`config.mk`:
```
export PLATFORM = sky130hd
export DESIGN_NAME = mbox_pair_top
export DESIGN_NICKNAME = d
export VERILOG_FILES = /design/src/rtl/mbox_pkg.sv /design/src/rtl/mbox_rst_sync.sv /design/src/rtl/mbox_channel.sv /design/src/rtl/mbox_port.sv /design/src/rtl/mbox_irq.sv /design/src/rtl/mbox_pair_top.sv
export SDC_FILE = /design/constraint.sdc
export NUM_CORES = 1
export LEC_CHECK = 0
export BUFFER_PORTS_ARGS = -buffer_cell sky130_fd_sc_hd__buf_4
export CAP_MARGIN = 10
export CORE_MARGIN = 2
export CORE_UTILIZATION = 30
export CTS_CLUSTER_SIZE = 10
export DETAILED_ROUTE_END_ITERATION = 8
export PLACE_DENSITY = 0.59
export SLEW_MARGIN = 20
export SYNTH_ARGS = -nofsm -noshare
export SYNTH_HDL_FRONTEND = slang
export SYNTH_SLANG_ARGS = --single-unit
```
`constraint.sdc`:
```
create_clock -name clk -period 4.4 [get_ports clk]
set_input_delay 0.66 -clock clk [delete_from_list [all_inputs] [get_ports clk]]
set_output_delay 0.66 -clock clk [all_outputs]
set_load 0.02 [all_outputs]
```
`src/rtl/mbox_pkg.sv`:
```
package mbox_pkg;
  localparam int MB_NB     = 4;
  localparam int MB_BYTE_W = 8;
  localparam int MB_ADDR_W = 2;

  typedef enum logic [MB_ADDR_W-1:0] {
    REG_TX   = 2'd0,
    REG_RX   = 2'd1,
    REG_STAT = 2'd2,
    REG_CFG  = 2'd3
  } mb_reg_e;
endpackage

```
`src/rtl/mbox_rst_sync.sv`:
```
module mbox_rst_sync #(
  parameter int STAGES = 2
) (
  input  logic clk,
  input  logic rst_n,
  output logic rst_n_sync
);
  logic [STAGES-1:0] sh_q;

  always_ff @(posedge clk or negedge rst_n) begin
    if (!rst_n) sh_q <= '0;
    else        sh_q <= {sh_q[STAGES-2:0], 1'b1};
  end

  assign rst_n_sync = sh_q[STAGES-1];
endmodule

```
`src/rtl/mbox_channel.sv`:
```
module mbox_channel #(
  parameter int NB     = 4,
  parameter int BYTE_W = 8,
  localparam int DW    = NB * BYTE_W
) (
  input  logic          clk,
  input  logic          rst_n,
  input  logic          wr_stb,
  input  logic [NB-1:0] wr_be,
  input  logic [DW-1:0] wr_data,
  input  logic          rd_stb,
  input  logic [NB-1:0] rd_be,
  input  logic          loss_clr,
  output logic [DW-1:0] data_o,
  output logic [NB-1:0] full_o,
  output logic          loss_o
);
  logic [NB-1:0]     set_v, clr_v, lost_v;
  logic [NB-1:0]     full_q, full_d;
  logic              loss_q, loss_d;
  logic [BYTE_W-1:0] lane_q [NB];

  always_comb begin
    set_v  = {NB{wr_stb}} & wr_be;
    clr_v  = {NB{rd_stb}} & rd_be;
    lost_v = set_v & full_q & ~clr_v;
    full_d = set_v | (full_q & ~clr_v);
    loss_d = (|lost_v) | (loss_q & ~loss_clr);
  end

  always_ff @(posedge clk or negedge rst_n) begin
    if (!rst_n) begin
      full_q <= '0;
      loss_q <= 1'b0;
    end else begin
      full_q <= full_d;
      loss_q <= loss_d;
    end
  end

  for (genvar g = 0; g < NB; g++) begin : g_lane
    always_ff @(posedge clk or negedge rst_n) begin
      if (!rst_n)        lane_q[g] <= '0;
      else if (set_v[g]) lane_q[g] <= wr_data[g*BYTE_W +: BYTE_W];
    end
    assign data_o[g*BYTE_W +: BYTE_W] = lane_q[g];

    // a write to a lane marks it full on the next cycle
    p_set_on_write_r2: assert property (@(posedge clk) disable iff (!rst_n)
      (wr_stb && wr_be[g]) |=> full_o[g]);
    // a read without a competing write empties the lane
    p_clear_on_read_r3: assert property (@(posedge clk) disable iff (!rst_n)
      (rd_stb && rd_be[g] && !(wr_stb && wr_be[g])) |=> !full_o[g]);
    // lanes not written keep their byte
    p_hold_data_r2: assert property (@(posedge clk) disable iff (!rst_n)
      !(wr_stb && wr_be[g]) |=> $stable(lane_q[g]));
  end

  assign full_o = full_q;
  assign loss_o = loss_q;

  // loss bit is sticky until an explicit clear
  p_loss_sticky_r6: assert property (@(posedge clk) disable iff (!rst_n)
    (loss_o && !loss_clr) |=> loss_o);
endmodule

```
`src/rtl/mbox_port.sv`:
```
module mbox_port
  import mbox_pkg::*;
#(
  parameter int NB     = 4,
  parameter int BYTE_W = 8,
  localparam int DW    = NB * BYTE_W,
  localparam int SEL_W = $clog2(NB),
  localparam int STAT_W = 2 * NB + 2,
  localparam int LOSS_LANE = (2 * NB) / BYTE_W
) (
  input  logic                 clk,
  input  logic                 rst_n,
  input  logic                 wr_en,
  input  logic                 rd_en,
  input  logic [MB_ADDR_W-1:0] addr,
  input  logic [NB-1:0]        be,
  input  logic [DW-1:0]        wdata,
  input  logic [DW-1:0]        own_tx_data,
  input  logic [DW-1:0]        rx_data,
  input  logic [STAT_W-1:0]    status,
  output logic                 tx_wr,
  output logic                 rx_rd,
  output logic [1:0]           loss_clr,
  output logic [SEL_W-1:0]     irq_sel,
  output logic                 irq_en,
  output logic [DW-1:0]        rdata
);
  mb_reg_e          rsel;
  logic             stat_wr, cfg_wr;
  logic [SEL_W-1:0] sel_q, sel_d;
  logic             en_q, en_d;
  logic [DW-1:0]    rdata_q, rdata_d;

  assign rsel    = mb_reg_e'(addr);
  assign tx_wr   = wr_en && (rsel == REG_TX);
  assign rx_rd   = rd_en && (rsel == REG_RX);
  assign stat_wr = wr_en && (rsel == REG_STAT) && be[LOSS_LANE];
  assign cfg_wr  = wr_en && (rsel == REG_CFG);
  assign loss_clr[0] = stat_wr && wdata[2*NB];
  assign loss_clr[1] = stat_wr && wdata[2*NB+1];

  always_comb begin
    sel_d = sel_q;
    en_d  = en_q;
    if (cfg_wr && be[0]) sel_d = wdata[SEL_W-1:0];
    if (cfg_wr && be[1]) en_d  = wdata[BYTE_W];
  end

  always_comb begin
    unique case (rsel)
      REG_TX:   rdata_d = own_tx_data;
      REG_RX:   rdata_d = rx_data;
      REG_STAT: rdata_d = {{(DW-STAT_W){1'b0}}, status};
      REG_CFG:  rdata_d = {{(DW-BYTE_W-1){1'b0}}, en_q,
                           {(BYTE_W-SEL_W){1'b0}}, sel_q};
      default:  rdata_d = '0;
    endcase
  end

  always_ff @(posedge clk or negedge rst_n) begin
    if (!rst_n) begin
      sel_q   <= '0;
      en_q    <= 1'b0;
      rdata_q <= '0;
    end else begin
      sel_q <= sel_d;
      en_q  <= en_d;
      if (rd_en) rdata_q <= rdata_d;
    end
  end

  assign irq_sel = sel_q;
  assign irq_en  = en_q;
  assign rdata   = rdata_q;

  // read data holds while no read is requested
  p_rdata_hold_r9: assert property (@(posedge clk) disable iff (!rst_n)
    !rd_en |=> $stable(rdata));
  // setup fields change only through a setup write
  p_cfg_write_only_r8: assert property (@(posedge clk) disable iff (!rst_n)
    !cfg_wr |=> ($stable(irq_sel) && $stable(irq_en)));
endmodule

```
`src/rtl/mbox_irq.sv`:
```
module mbox_irq #(
  parameter int NB     = 4,
  localparam int SEL_W = $clog2(NB)
) (
  input  logic [NB-1:0]    full_i,
  input  logic [SEL_W-1:0] sel_i,
  input  logic             en_i,
  output logic             irq_o
);
  always_comb irq_o = en_i && full_i[sel_i];
endmodule

```
`src/rtl/mbox_pair_top.sv`:
```
module mbox_pair_top
  import mbox_pkg::*;
#(
  parameter int NB     = MB_NB,
  parameter int BYTE_W = MB_BYTE_W,
  localparam int DW    = NB * BYTE_W,
  localparam int SEL_W = $clog2(NB),
  localparam int STAT_W = 2 * NB + 2
) (
  input  logic                 clk,
  input  logic                 rst_n,
  input  logic                 a_wr_en,
  input  logic                 a_rd_en,
  input  logic [MB_ADDR_W-1:0] a_addr,
  input  logic [NB-1:0]        a_be,
  input  logic [DW-1:0]        a_wdata,
  output logic [DW-1:0]        a_rdata,
  input  logic                 b_wr_en,
  input  logic                 b_rd_en,
  input  logic [MB_ADDR_W-1:0] b_addr,
  input  logic [NB-1:0]        b_be,
  input  logic [DW-1:0]        b_wdata,
  output logic [DW-1:0]        b_rdata,
  input  logic                 hw_load_stb,
  input  logic [DW-1:0]        hw_load_data,
  output logic                 irq_a,
  output logic                 irq_b
);
  logic             rst_s;
  logic             a_tx_wr, a_rx_rd, b_tx_wr, b_rx_rd;
  logic [1:0]       a_loss_clr, b_loss_clr;
  logic [SEL_W-1:0] a_sel, b_sel;
  logic             a_en, b_en;
  logic [DW-1:0]    a2b_data, b2a_data, b2a_wdata;
  logic [NB-1:0]    a2b_full, b2a_full, b2a_wbe;
  logic             a2b_loss, b2a_loss, b2a_wr;
  logic [STAT_W-1:0] status;

  mbox_rst_sync #(.STAGES(2)) u_rst (.clk(clk), .rst_n(rst_n), .rst_n_sync(rst_s));

  // hardware deposit overrides a same-cycle side-B outbound write
  assign b2a_wr    = hw_load_stb || b_tx_wr;
  assign b2a_wbe   = hw_load_stb ? {NB{1'b1}} : b_be;
  assign b2a_wdata = hw_load_stb ? hw_load_data : b_wdata;
  assign status    = {b2a_loss, a2b_loss, b2a_full, a2b_full};

  mbox_channel #(.NB(NB), .BYTE_W(BYTE_W)) u_a2b (
    .clk(clk), .rst_n(rst_s),
    .wr_stb(a_tx_wr), .wr_be(a_be), .wr_data(a_wdata),
    .rd_stb(b_rx_rd), .rd_be(b_be),
    .loss_clr(a_loss_clr[0] || b_loss_clr[0]),
    .data_o(a2b_data), .full_o(a2b_full), .loss_o(a2b_loss));

  mbox_channel #(.NB(NB), .BYTE_W(BYTE_W)) u_b2a (
    .clk(clk), .rst_n(rst_s),
    .wr_stb(b2a_wr), .wr_be(b2a_wbe), .wr_data(b2a_wdata),
    .rd_stb(a_rx_rd), .rd_be(a_be),
    .loss_clr(a_loss_clr[1] || b_loss_clr[1]),
    .data_o(b2a_data), .full_o(b2a_full), .loss_o(b2a_loss));

  mbox_port #(.NB(NB), .BYTE_W(BYTE_W)) u_port_a (
    .clk(clk), .rst_n(rst_s),
    .wr_en(a_wr_en), .rd_en(a_rd_en), .addr(a_addr), .be(a_be), .wdata(a_wdata),
    .own_tx_data(a2b_data), .rx_data(b2a_data), .status(status),
    .tx_wr(a_tx_wr), .rx_rd(a_rx_rd), .loss_clr(a_loss_clr),
    .irq_sel(a_sel), .irq_en(a_en), .rdata(a_rdata));

  mbox_port #(.NB(NB), .BYTE_W(BYTE_W)) u_port_b (
    .clk(clk), .rst_n(rst_s),
    .wr_en(b_wr_en), .rd_en(b_rd_en), .addr(b_addr), .be(b_be), .wdata(b_wdata),
    .own_tx_data(b2a_data), .rx_data(a2b_data), .status(status),
    .tx_wr(b_tx_wr), .rx_rd(b_rx_rd), .loss_clr(b_loss_clr),
    .irq_sel(b_sel), .irq_en(b_en), .rdata(b_rdata));

  mbox_irq #(.NB(NB)) u_irq_a (.full_i(b2a_full), .sel_i(a_sel), .en_i(a_en), .irq_o(irq_a));
  mbox_irq #(.NB(NB)) u_irq_b (.full_i(a2b_full), .sel_i(b_sel), .en_i(b_en), .irq_o(irq_b));

  // a deposit fills every lane with the strobed word
  p_hwload_fill_r7: assert property (@(posedge clk) disable iff (!rst_s)
    hw_load_stb |=> ((&b2a_full) && (b2a_data == $past(hw_load_data))));
  // draining the selected lane drops irq_a unless refilled or reselected
  p_irq_a_drop_r8: assert property (@(posedge clk) disable iff (!rst_s)
    (irq_a && a_rx_rd && a_be[a_sel] && !(b2a_wr && b2a_wbe[a_sel]))
    |=> (!irq_a || (a_sel != $past(a_sel))));
  // irq_b rises only after side A wrote a lane or side B changed setup
  p_irq_b_cause_r8: assert property (@(posedge clk) disable iff (!rst_s)
    $rose(irq_b) |-> ($past(a_tx_wr) || $past(b_wr_en)));
endmodule

```
# == After elaboration in Yosys (flattened, before gate mapping) ==
# Index checks and enable logic that the tools add are counted.
# op_classes
muxes,8
n_lt_le_gt_ge,2
reduce_logical,27
n_eq_ne,6
bitwise,20
# ops
operator,count
$pmux 32 s4,2
$and 4x4->4,10
$mux 32,1
$logic_and 1x1->1,20
$eq 2x2->1 const B,4
$not 4->4,2
$or 4x4->4,2
$reduce_or 4->1,2
$lt 2x3->1 const B,2
$bmux 1 s2,2
$eq 2x1->1 const B,2
$logic_not 2->1,2
$mux 4,1
$logic_or 1x1->1,3
$and 1x1->1,2
$mux 1,2
$not 1->1,2
$or 1x1->1,2
# word_totals
ff_bits,146
output_inout_bits,66
word_cells,82

# == Longest topological paths before layout ==
# Gate-level depths: netlist of run 1.
# logic_depth
depth_word,8
depth_mapped,6
mapped_depth_nobuf,4

# == Hierarchy ==
# A second synthesis of run 1 with hierarchy kept.
# hier_totals
hier_cells,582
hier_area_um2,7453.4
# by_module_without_submodules
module,area_each_um2,n_inst,cells_per_inst
mbox_port,1808.0,2,174
mbox_channel,1582.8,2,92
mbox_pair_top,560.5,1,43
mbox_irq,28.8,2,2
mbox_rst_sync,53.8,1,3

# == Worst setup path after synthesis of run 1 ==
# Ideal clock, no wire load.
# synth_timing
path_type,input to register
startpoint,in a_addr[1]
endpoint,reg u_a2b.lane_q (netlist bit u_a2b.data_o[9])
t_required_ns,4.275
path_slack_ns,2.653
path_stages,5
arrival_time_ns,1.622
path_buffers,2
path_cell_list,buf_2 -> nor2_2 -> and3_1 -> buf_2 -> mux2_2
# synth_via
elab_chain_cells,3
# synth_lines
item,line_no,text
"start, declared",mbox_pair_top.sv:14,"input logic [MB_ADDR_W-1:0] a_addr,"
$logic_not 2->1,mbox_port.sv:35,assign tx_wr = wr_en && (rsel == REG_TX);
$logic_and 1x1->1,mbox_port.sv:35,
$and 4x4->4,mbox_channel.sv:24,set_v = {NB{wr_stb}} & wr_be;
"end signal, assigned by index",mbox_channel.sv:44,else if (set_v[g]) lane_q[g] <= wr_data[g*BYTE_W +: BYTE_W];
"end, declared",mbox_channel.sv:21,logic [BYTE_W-1:0] lane_q [NB];
# Every way passes these cells.
# A chain may end at the register's enable or synchronous reset.

# == Worst setup path after layout of run 1 ==
# layout_timing
startpoint,reg u_port_a.sel_q[1] (netlist: u_port_a.irq_sel[1])
endpoint,out irq_a
# layout_via
elab_chain_cells,3
# layout_lines
item,line_no,text
"start, declared",mbox_port.sv:30,"logic [SEL_W-1:0] sel_q, sel_d;"
"start signal, assigned",mbox_port.sv:66,sel_q <= sel_d;
$bmux 1 s2,mbox_irq.sv:10,always_comb irq_o = en_i && full_i[sel_i];
$mux 1 (not written as such),mbox_irq.sv:10,
$logic_and 1x1->1,mbox_irq.sv:10,
"end, declared",mbox_pair_top.sv:26,"output logic irq_a,"
# Every way passes these cells. The select of a mux whose other input is x is not followed.

==> impl_table.tex, run 1 <==
\begin{tabular}{lr}
\hline
Metric & Value \\
\hline
\multicolumn{2}{l}{\textbf{Outcome}} \\
Run status & completed \\
\multicolumn{2}{l}{\textbf{STA}} \\
Setup TNS Final & 0 ns \\
Worst-margin pin slew & 0.785 ns \\
Setup repair after global routing missed its margin & no \\
Fraction of the cycle the final worst path needs & 53.3\% \\
Final Hold Fails & 0 \\
Final setup slack of the worst path & 2.05 ns \\
Max-slew violations & 0 \\
Number of setup violations in the final report & 0 \\
Fmax & 426 MHz \\
Final Skew & 0.0109 ns \\
Worst max-slew margin expressed relative to the limit & 47.6\% \\
Clock period minus final worst setup slack & 2.35 ns \\
\multicolumn{2}{l}{\textbf{Finish}} \\
Number of antenna cells inserted & 0 \\
Layout cell share with drive strength beyond 1 & 29.0\% \\
Area delta synth->final & 32.1\% \\
Net count of the finished layout & 942 \\
\multicolumn{2}{l}{\textbf{Clock network}} \\
Root Buffer Master & clkbuf\_16 \\
Worst-case clock buffer depth & 2 \\
H-Tree Depth & 4 \\
TritonCTS clock tree & yes \\
Post-CTS setup-driven buffer insertion count & 0 \\
Clock sink count & 146 \\
Clock-pin transition on the worst setup and hold timing paths & 0.06 ns \\
Clock insertion delay at the later pin of the skew report & 0.43 ns \\
Total CTS buffers & 17 \\
\multicolumn{2}{l}{\textbf{Synthesis}} \\
Syn\_area\_per\_cell & 10.2 um2 \\
Post-Syn Instances & 664 \\
Yosys reg bits & 146 \\
Ranking of synthesized cells by instance count & dfrtp\_1, nand2\_1, mux2i\_1, inv\_1, o22ai\_1 \\
Count of flip-flops with a built-in enable after synthesis & 0 \\
Ys flop type & dfrtp\_1 \\
Synth warn & 0 \\
Number of nets in the synthesized netlist & 779 \\
Share of the synthesized area in the top cell type & 54.0\% \\
Biggest area consumer among synthesized cells & dfrtp\_1 \\
Distinct cells, synth & 33 \\
Cell types with the largest area share after synthesis & dfrtp\_1, mux2i\_1, nand2\_1, o22ai\_1, o21ai\_0 \\
Netlist area before placement & 6760 um2 \\
Cell with the most instances after synthesis & dfrtp\_1 \\
Async set-or-reset flop fraction in the synthesized netlist & 100\% \\
Portion of the post-synthesis area used by sequential elements & 54.0\% \\
\multicolumn{2}{l}{\textbf{Power}} \\
Reported leakage power & 4.34 nW \\
Power per unit of standard cell area & 440 nW/um2 \\
Net switching component of the power & 1.15 mW \\
Sequential share of power & 42.8\% \\
Proportion of total power due to net switching & 29.2\% \\
Portion of total power attributed to the clock network & 38.2\% \\
Highest ir drop seen on vdd & 240 uV \\
Part of the power in combinational logic & 19.0\% \\
Internal Power & 2.78 mW \\
\multicolumn{2}{l}{\textbf{Worst setup path}} \\
Worst Path Required & 3.74 ns \\
Reg-to-reg critical path startpoint & u\_rst.sh\_q[1] \\
Endpoint class of the critical path & output pin \\
Setup Crit Path Kind & reg2out \\
Setup crit start kind & flop \\
Reg-to-reg critical path endpoint & u\_a2b.data\_o[16] \\
Endpoint arrival time on the critical path & 1.69 ns \\
Count of cells along the worst register-to-register path & 1 \\
CP max FO & 3 \\
R2r setup slk & 2.90 ns \\
Origin of the worst setup path & u\_port\_a.irq\_sel[1] \\
\multicolumn{2}{l}{\textbf{Die}} \\
Std-Cell Rows & 54 \\
I/O Pins & 181 \\
Starting utilization of the core area & 30.8\% \\
Die outline height & 154 um \\
Die Width & 154 um \\
Die footprint & 23,800 um2 \\
Core outline area & 22,000 um2 \\
\multicolumn{2}{l}{\textbf{Hold path}} \\
Type of the worst min-delay path & reg2reg \\
Hold Path Depth & 0 \\
Worst Hold End & u\_rst.sh\_q[1] \\
Start point of the worst hold path & u\_rst.sh\_q[0] \\
\multicolumn{2}{l}{\textbf{Drt}} \\
Final antenna-violating net count & 0 \\
Average detailed-routed wire length per instance & 18.0 um \\
Detail-routed via count per cell & 4.84 \\
Total number of vias & 5,426 \\
Drt initial violations & 227 \\
Post-route DRC & 0 \\
Number of iterations in the first detailed-routing pass & 4 \\
Sum of routed wire length over all layers & 20.2 mm \\
\multicolumn{2}{l}{\textbf{Global routing}} \\
Wire length of the first global-routing pass & 31.4 mm \\
Total global routing overflow & 0 \\
Global routing usage summed across all routing layers & 17.3\% \\
Maximum number of pins on one net before global-route repair & 61 \\
Via count of the first global-routing pass & 5,642 \\
Number of antenna violations at the first check in global routing & 0 \\
\multicolumn{2}{l}{\textbf{Place}} \\
Detailed placer's ending HPWL & 13.8 mm \\
\# port buffers & 180 \\
Final weighted congestion of routability-driven global placement & 0.788 \\
DP Worst Slack & 1.82 ns \\
\multicolumn{2}{l}{\textbf{Flow run}} \\
Max-capacitance violation count & 0 \\
\hline
\end{tabular}
[power groups by stage]
stage | combinational (mW) | sequential (mW) | clock (mW)
2_1_floorplan | 0.344 | 1.77 | 0
3_3_place_gp | 0.746 | 1.70 | 0
3_5_place_dp | 0.755 | 1.71 | 0
4_1_cts | 0.759 | 1.68 | 1.54
5_1_grt | 0.816 | 1.71 | 1.60
6_report | 0.747 | 1.68 | 1.50
[worst max path at each step]
stage / endpoint / depth (start not counted)
floorplan: u_a2b.data_o[0] / 0
global placement: u_b2a.loss_o / 5
detailed placement: u_b2a.loss_o / 5
CTS: irq_a / 3
global route: irq_a / 3
finish: irq_a / 3
[metrics by stage]
| step | hold slack, ns | area [um2] | power [mW] | util, % | std cells |
|---|---|---|---|---|---|
| global route | 0.358 | 8930 | 4.12 | 40.7 | 1120 |
| global placement | 0.336 | 8320 | 2.45 | 37.9 | 1087 |
| finish | 0.351 | 8930 | 3.93 | 40.7 | 1120 |
| CTS | 0.356 | 8930 | 3.98 | 40.7 | 1120 |
| detailed placement | 0.343 | 8320 | 2.46 | 37.9 | 1087 |
| floorplan | 0.331 | 6760 | 2.11 | - | 664 |
[timing repair]
| item | 4_1_cts | 5_1_grt |
|---|---|---|
| hold endpoints to repair | 2 | 0 |
| hold buffers | 1 | 0 |
| resized for setup | 0 | 0 |
[placed cells by master (no fill, tap or decap), types with 8 or more instances in the layout]
cell       synthesis  layout
mux4_2             8       8
buf_4              4     185
inv_1             46      46
dfrtp_1          146     145
o22ai_1           46      46
nand2_1          140     140
mux2i_1           90      90
nor2_1            29      29
clkbuf_16          0      17
o21ai_0           39      39
mux2_2            13      13
a21oi_1           30      28
[critical path: stages (launching register included)]
cell	delay, ns
dfrtp_1	0.40
mux4_2	0.52
and2_1	0.18
buf_4	0.15
[area by class of cell]
class / instances / area (um2)
Fill cell: 2184 / 13000
Sequential cell: 146 / 3660
Multi-Input combinational cell: 430 / 2750
Timing Repair Buffer: 186 / 1400
Clock buffer: 17 / 425
Tap cell: 280 / 350
Clock inverter: 15 / 183
Inverter: 46 / 173
[cell families (layout without fill, tap and decap cells)]
family / count (synthesis) / after routing / share of synthesized area (%)
compound gates: 122 / 122 / 10.1
buf+inv: 88 / 264 / 5.57
flops: 146 / 146 / 54.0
mux: 111 / 111 / 18.1
other cells: 1 / 1 / 0.0555
simple gates: 196 / 196 / 12.1
[metal layers]
metal,global-route usage [%],up-vias,share of wire (%)
met4,6.32,0,2.2
met5,0,-,0
met1,22.0,2611,44
li1,-,2609,-
met3,5.64,30,7.2
met2,27.8,176,47
[flip-flops by register name, indices dropped and copies added (netlist names)]
name / count
u_port_b.irq_sel: 2
u_a2b.full_o: 4
u_a2b.data_o: 32
u_port_a.irq_sel: 2
u_b2a.full_o: 4
u_a2b.loss_o: 1
u_b2a.data_o: 32
u_port_b.irq_en: 1
u_rst.sh_q: 2
u_port_b.rdata: 32
u_b2a.loss_o: 1
u_port_a.rdata: 32
u_port_a.irq_en: 1
Note: power is estimated with default switching activity, not from simulation.
==> run 2, diff against run 1 <==
- ABC_AREA: default -> 1
- PLACE_DENSITY: 0.59 -> 0.58
- clock period: 4.4 -> 2.4 ns (I/O delays scaled with it)
==> run 2 against run 1 <==
Synthesized cell count increased by 14%. Register-to-register slack got worse by 1.5 ns. Clock power increased by 76%. Combinational power increased by 89%. Setup slack got worse by 1.5 ns. Core utilization decreased by 0.14 points. Critical path depth increased by 2. Power increased by 81%. Final cell count increased by 9.2%. Wire length increased by 6.0%. Via count increased by 12%.
==> impl_table.tex, run 2 <==
\begin{tabular}{lr}
\hline
Metric & Value \\
\hline
\multicolumn{2}{l}{\textbf{Drt}} \\
Average detailed-routed wire length per instance & 17.5 um (-3.0\%) \\
Drt initial violations & 487 (+110\%) \\
Number of iterations in the first detailed-routing pass & 6 (+2) \\
Sum of routed wire length over all layers & 21.4 mm (+6.0\%) \\
Total number of vias & 6,054 (+12\%) \\
Post-route DRC & 0 (unchanged) \\
Detail-routed via count per cell & 4.95 (+2.2\%) \\
Final antenna-violating net count & 0 (unchanged) \\
\multicolumn{2}{l}{\textbf{Synthesis}} \\
Syn\_area\_per\_cell & 8.78 um2 (-14\%) \\
Number of nets in the synthesized netlist & 869 (+12\%) \\
Ys flop type & dfrtp\_1 \\
Netlist area before placement & 6620 um2 (-2.1\%) \\
Cell types with the largest area share after synthesis & dfrtp\_1, nand2\_1, nor2\_1, o221ai\_1, inv\_1 \\
Synth warn & 0 (unchanged) \\
Count of flip-flops with a built-in enable after synthesis & 0 (unchanged) \\
Share of the synthesized area in the top cell type & 55.2\% (+1.2 points) \\
Cell with the most instances after synthesis & nand2\_1 \\
Ranking of synthesized cells by instance count & nand2\_1, dfrtp\_1, nor2\_1, inv\_1, o221ai\_1 \\
Distinct cells, synth & 32 (-3.0\%) \\
Yosys reg bits & 146 (unchanged) \\
Portion of the post-synthesis area used by sequential elements & 55.2\% (+1.2 points) \\
Post-Syn Instances & 754 (+14\%) \\
Async set-or-reset flop fraction in the synthesized netlist & 100\% (unchanged) \\
Biggest area consumer among synthesized cells & dfrtp\_1 \\
\multicolumn{2}{l}{\textbf{STA}} \\
Worst-margin pin slew & 0.772 ns (-0.0132 ns) \\
Final setup slack of the worst path & 0.548 ns (-1.51 ns) \\
Worst max-slew margin expressed relative to the limit & 48.5\% (+0.88 points) \\
Fraction of the cycle the final worst path needs & 77.2\% \\
Number of setup violations in the final report & 0 (unchanged) \\
Final Hold Fails & 0 (unchanged) \\
Setup TNS Final & 0 ns (unchanged) \\
Clock period minus final worst setup slack & 1.85 ns \\
Max-slew violations & 0 (unchanged) \\
Fmax & 540 MHz \\
Final Skew & 0.00696 ns (-0.00396 ns) \\
Setup repair after global routing missed its margin & no \\
\multicolumn{2}{l}{\textbf{Worst setup path}} \\
Reg-to-reg critical path startpoint & u\_a2b.full\_o[0] \\
Endpoint arrival time on the critical path & 1.49 ns (-0.20 ns) \\
Buffer and inverter count on the worst path & 2 (+1) \\
CP delay by family, top & flip-flops \\
Count of cells along the worst register-to-register path & 4 (+3) \\
Setup crit start kind & flop \\
Ordered cell list for the critical path & inv\_1, a21oi\_1, o21ai\_0, a21oi\_1, buf\_4 \\
Reg-to-reg critical path endpoint & u\_port\_b.rdata[0] \\
CP max FO & 3 (unchanged) \\
Maximum single-stage delay on the critical path & 0.41 ns (-0.11 ns) \\
Worst Path Required & 2.04 ns (-1.70 ns) \\
R2r setup slk & 1.35 ns (-1.55 ns) \\
Endpoint class of the critical path & output pin \\
Cell with the largest stage delay on the worst path & dfrtp\_1 \\
Setup Crit Path Kind & reg2out \\
Worst path most repeated cell & a21oi\_1 \\
\multicolumn{2}{l}{\textbf{Hold path}} \\
Type of the worst min-delay path & in2reg \\
Worst Hold End & u\_a2b.data\_o[10] \\
Start point of the worst hold path & a\_wdata[10] \\
Hold Path Depth & 3 (+3) \\
\multicolumn{2}{l}{\textbf{Clock network}} \\
Worst-case clock buffer depth & 2 (unchanged) \\
Clock sink count & 146 (unchanged) \\
Clock-pin transition on the worst setup and hold timing paths & 0.07 ns (about the same) \\
Clock insertion delay at the later pin of the skew report & 0.43 ns (about the same) \\
H-Tree Depth & 4 (unchanged) \\
TritonCTS clock tree & yes \\
Total CTS buffers & 17 (unchanged) \\
Root Buffer Master & clkbuf\_16 \\
\multicolumn{2}{l}{\textbf{Outcome}} \\
Run status & completed \\
\multicolumn{2}{l}{\textbf{Place}} \\
Placed Cells incl. Taps & 1,190 (+9.5\%) \\
Detailed placer's ending HPWL & 14.8 mm (+7.2\%) \\
Final weighted congestion of routability-driven global placement & 0.827 (+4.9\%) \\
\# port buffers & 180 (unchanged) \\
DP Worst Slack & 0.767 ns (-1.06 ns) \\
\multicolumn{2}{l}{\textbf{Power}} \\
Portion of total power attributed to the clock network & 37.1\% (-1.1 points) \\
Power per unit of standard cell area & 806 nW/um2 (+83\%) \\
Part of the power in combinational logic & 19.8\% (+0.8 points) \\
Sequential share of power & 43.1\% (+0.3 points) \\
Net switching component of the power & 2.26 mW (+96\%) \\
PnR Total Power & 7.11 mW (+81\%) \\
Internal Power & 4.86 mW (+75\%) \\
Highest ir drop seen on vdd & 429 uV (+79\%) \\
Reported leakage power & 4.29 nW (-1.1\%) \\
Proportion of total power due to net switching & 31.7\% (+2.5 points) \\
\multicolumn{2}{l}{\textbf{Flow run}} \\
Max-capacitance violation count & 0 (unchanged) \\
\multicolumn{2}{l}{\textbf{Die}} \\
Starting utilization of the core area & 30.4\% (-0.36 points) \\
Std-Cell Rows & 54 (unchanged) \\
Die footprint & 23,300 um2 (-2.0\%) \\
Die Width & 153 um (-1.0\%) \\
Die outline height & 153 um (-1.0\%) \\
Core outline area & 21,800 um2 (-0.92\%) \\
I/O Pins & 181 (unchanged) \\
\multicolumn{2}{l}{\textbf{Global routing}} \\
Maximum number of pins on one net before global-route repair & 145 (+140\%) \\
Wire length of the first global-routing pass & 33.7 mm (+7.2\%) \\
Global routing usage summed across all routing layers & 18.4\% (+1.1 points) \\
Total global routing overflow & 0 (unchanged) \\
Via count of the first global-routing pass & 5,999 (+6.3\%) \\
Number of antenna violations at the first check in global routing & 0 (unchanged) \\
\multicolumn{2}{l}{\textbf{Finish}} \\
Top library cells by usage in the layout, fill and taps aside & nand2\_1, buf\_4, dfrtp\_1 \\
Layout cell share with drive strength beyond 1 & 26.2\% (-2.9 points) \\
Commonest non-fill, non-tap cell in the layout & nand2\_1 \\
Area delta synth->final & 33.2\% \\
Cell Count, Final, Fillers Out & 1,223 (+9.2\%) \\
Number of antenna cells inserted & 0 (unchanged) \\
Net count of the finished layout & 1,045 (+11\%) \\
\hline
\end{tabular}
-- run 2: how the worst max path moves through the flow --
stage | startpoint | to | slack [ns] | cells after the start
2_1_floorplan | u_rst.sh_q[1] | u_a2b.data_o[0] | 0.87 | 0
3_3_place_gp | b_addr[0] | u_a2b.loss_o | 0.81 | 8
3_5_place_dp | b_addr[0] | u_a2b.loss_o | 0.77 | 8
4_1_cts | u_a2b.full_o[1] | irq_b | 0.50 | 5
5_1_grt | u_a2b.full_o[1] | irq_b | 0.43 | 5
6_report | u_a2b.full_o[1] | irq_b | 0.55 | 5
-- run 2: metrics by stage --
step	area (um2)	utilization [%]	hold WS, ns
2_1_floorplan	6630	-	0.0644
3_3_place_gp	8230	37.8	0.144
3_5_place_dp	8230	37.8	0.148
4_1_cts	8820	40.5	0.127
5_1_grt	8820	40.5	0.141
6_report	8820	40.5	0.137
-- run 2: repair_timing --
| item | in CTS | in global routing |
|---|---|---|
| setup buffers | 0 | 0 |
| hold buffers | 1 | 0 |
| gates resized for setup | 0 | 0 |
| endpoints found under the hold margin | 2 | 0 |
-- run 2: power by group through the flow --
| stage | clock [mW] | combinational [mW] | sequential [mW] |
|---|---|---|---|
| floorplan | 0 | 0.599 | 3.25 |
| global placement | 0 | 1.40 | 3.10 |
| detailed placement | 0 | 1.42 | 3.10 |
| CTS | 2.68 | 1.43 | 3.06 |
| global route | 2.77 | 1.55 | 3.11 |
| finish | 2.64 | 1.41 | 3.06 |
-- run 2: logic make-up (layout without fill, tap and decap cells) --
kind of cell / Yosys count / after routing / share of synthesized area [%]
and+or+nand+nor: 336 / 336 / 20.8
AOI/OAI and AO/OA: 161 / 161 / 16.8
DFF: 146 / 146 / 55.2
buffers and inverters: 110 / 299 / 7.16
other: 1 / 1 / 0.0566
-- run 2: area by class of cell --
| type | instances | area, um2 |
|---|---|---|
| fill | 2226 | 12900 |
| sequential | 146 | 3660 |
| multi-input combinational | 498 | 2490 |
| timing repair buffer | 193 | 1460 |
| clock buffer | 17 | 425 |
| tap | 280 | 350 |
| inverter | 74 | 279 |
| clock inverter | 15 | 151 |
-- run 2: routing by layer --
layer | global-route usage (%) | vias to the layer above | wire length (um)
met5 | 0 | - | 0
met4 | 4.94 | 0 | 336
met3 | 4.12 | 26 | 1390
met2 | 29.6 | 240 | 9910
met1 | 25.1 | 2910 | 9760
li1 | - | 2878 | -
-- run 2: worst register-to-register path: cells and delay by family (launching register included) --
kind                   cells  cell delay [ns]
flip-flops                 1             0.45
AO/OA/AOI/OAI              3             0.42
buffers and inverters      1             0.10
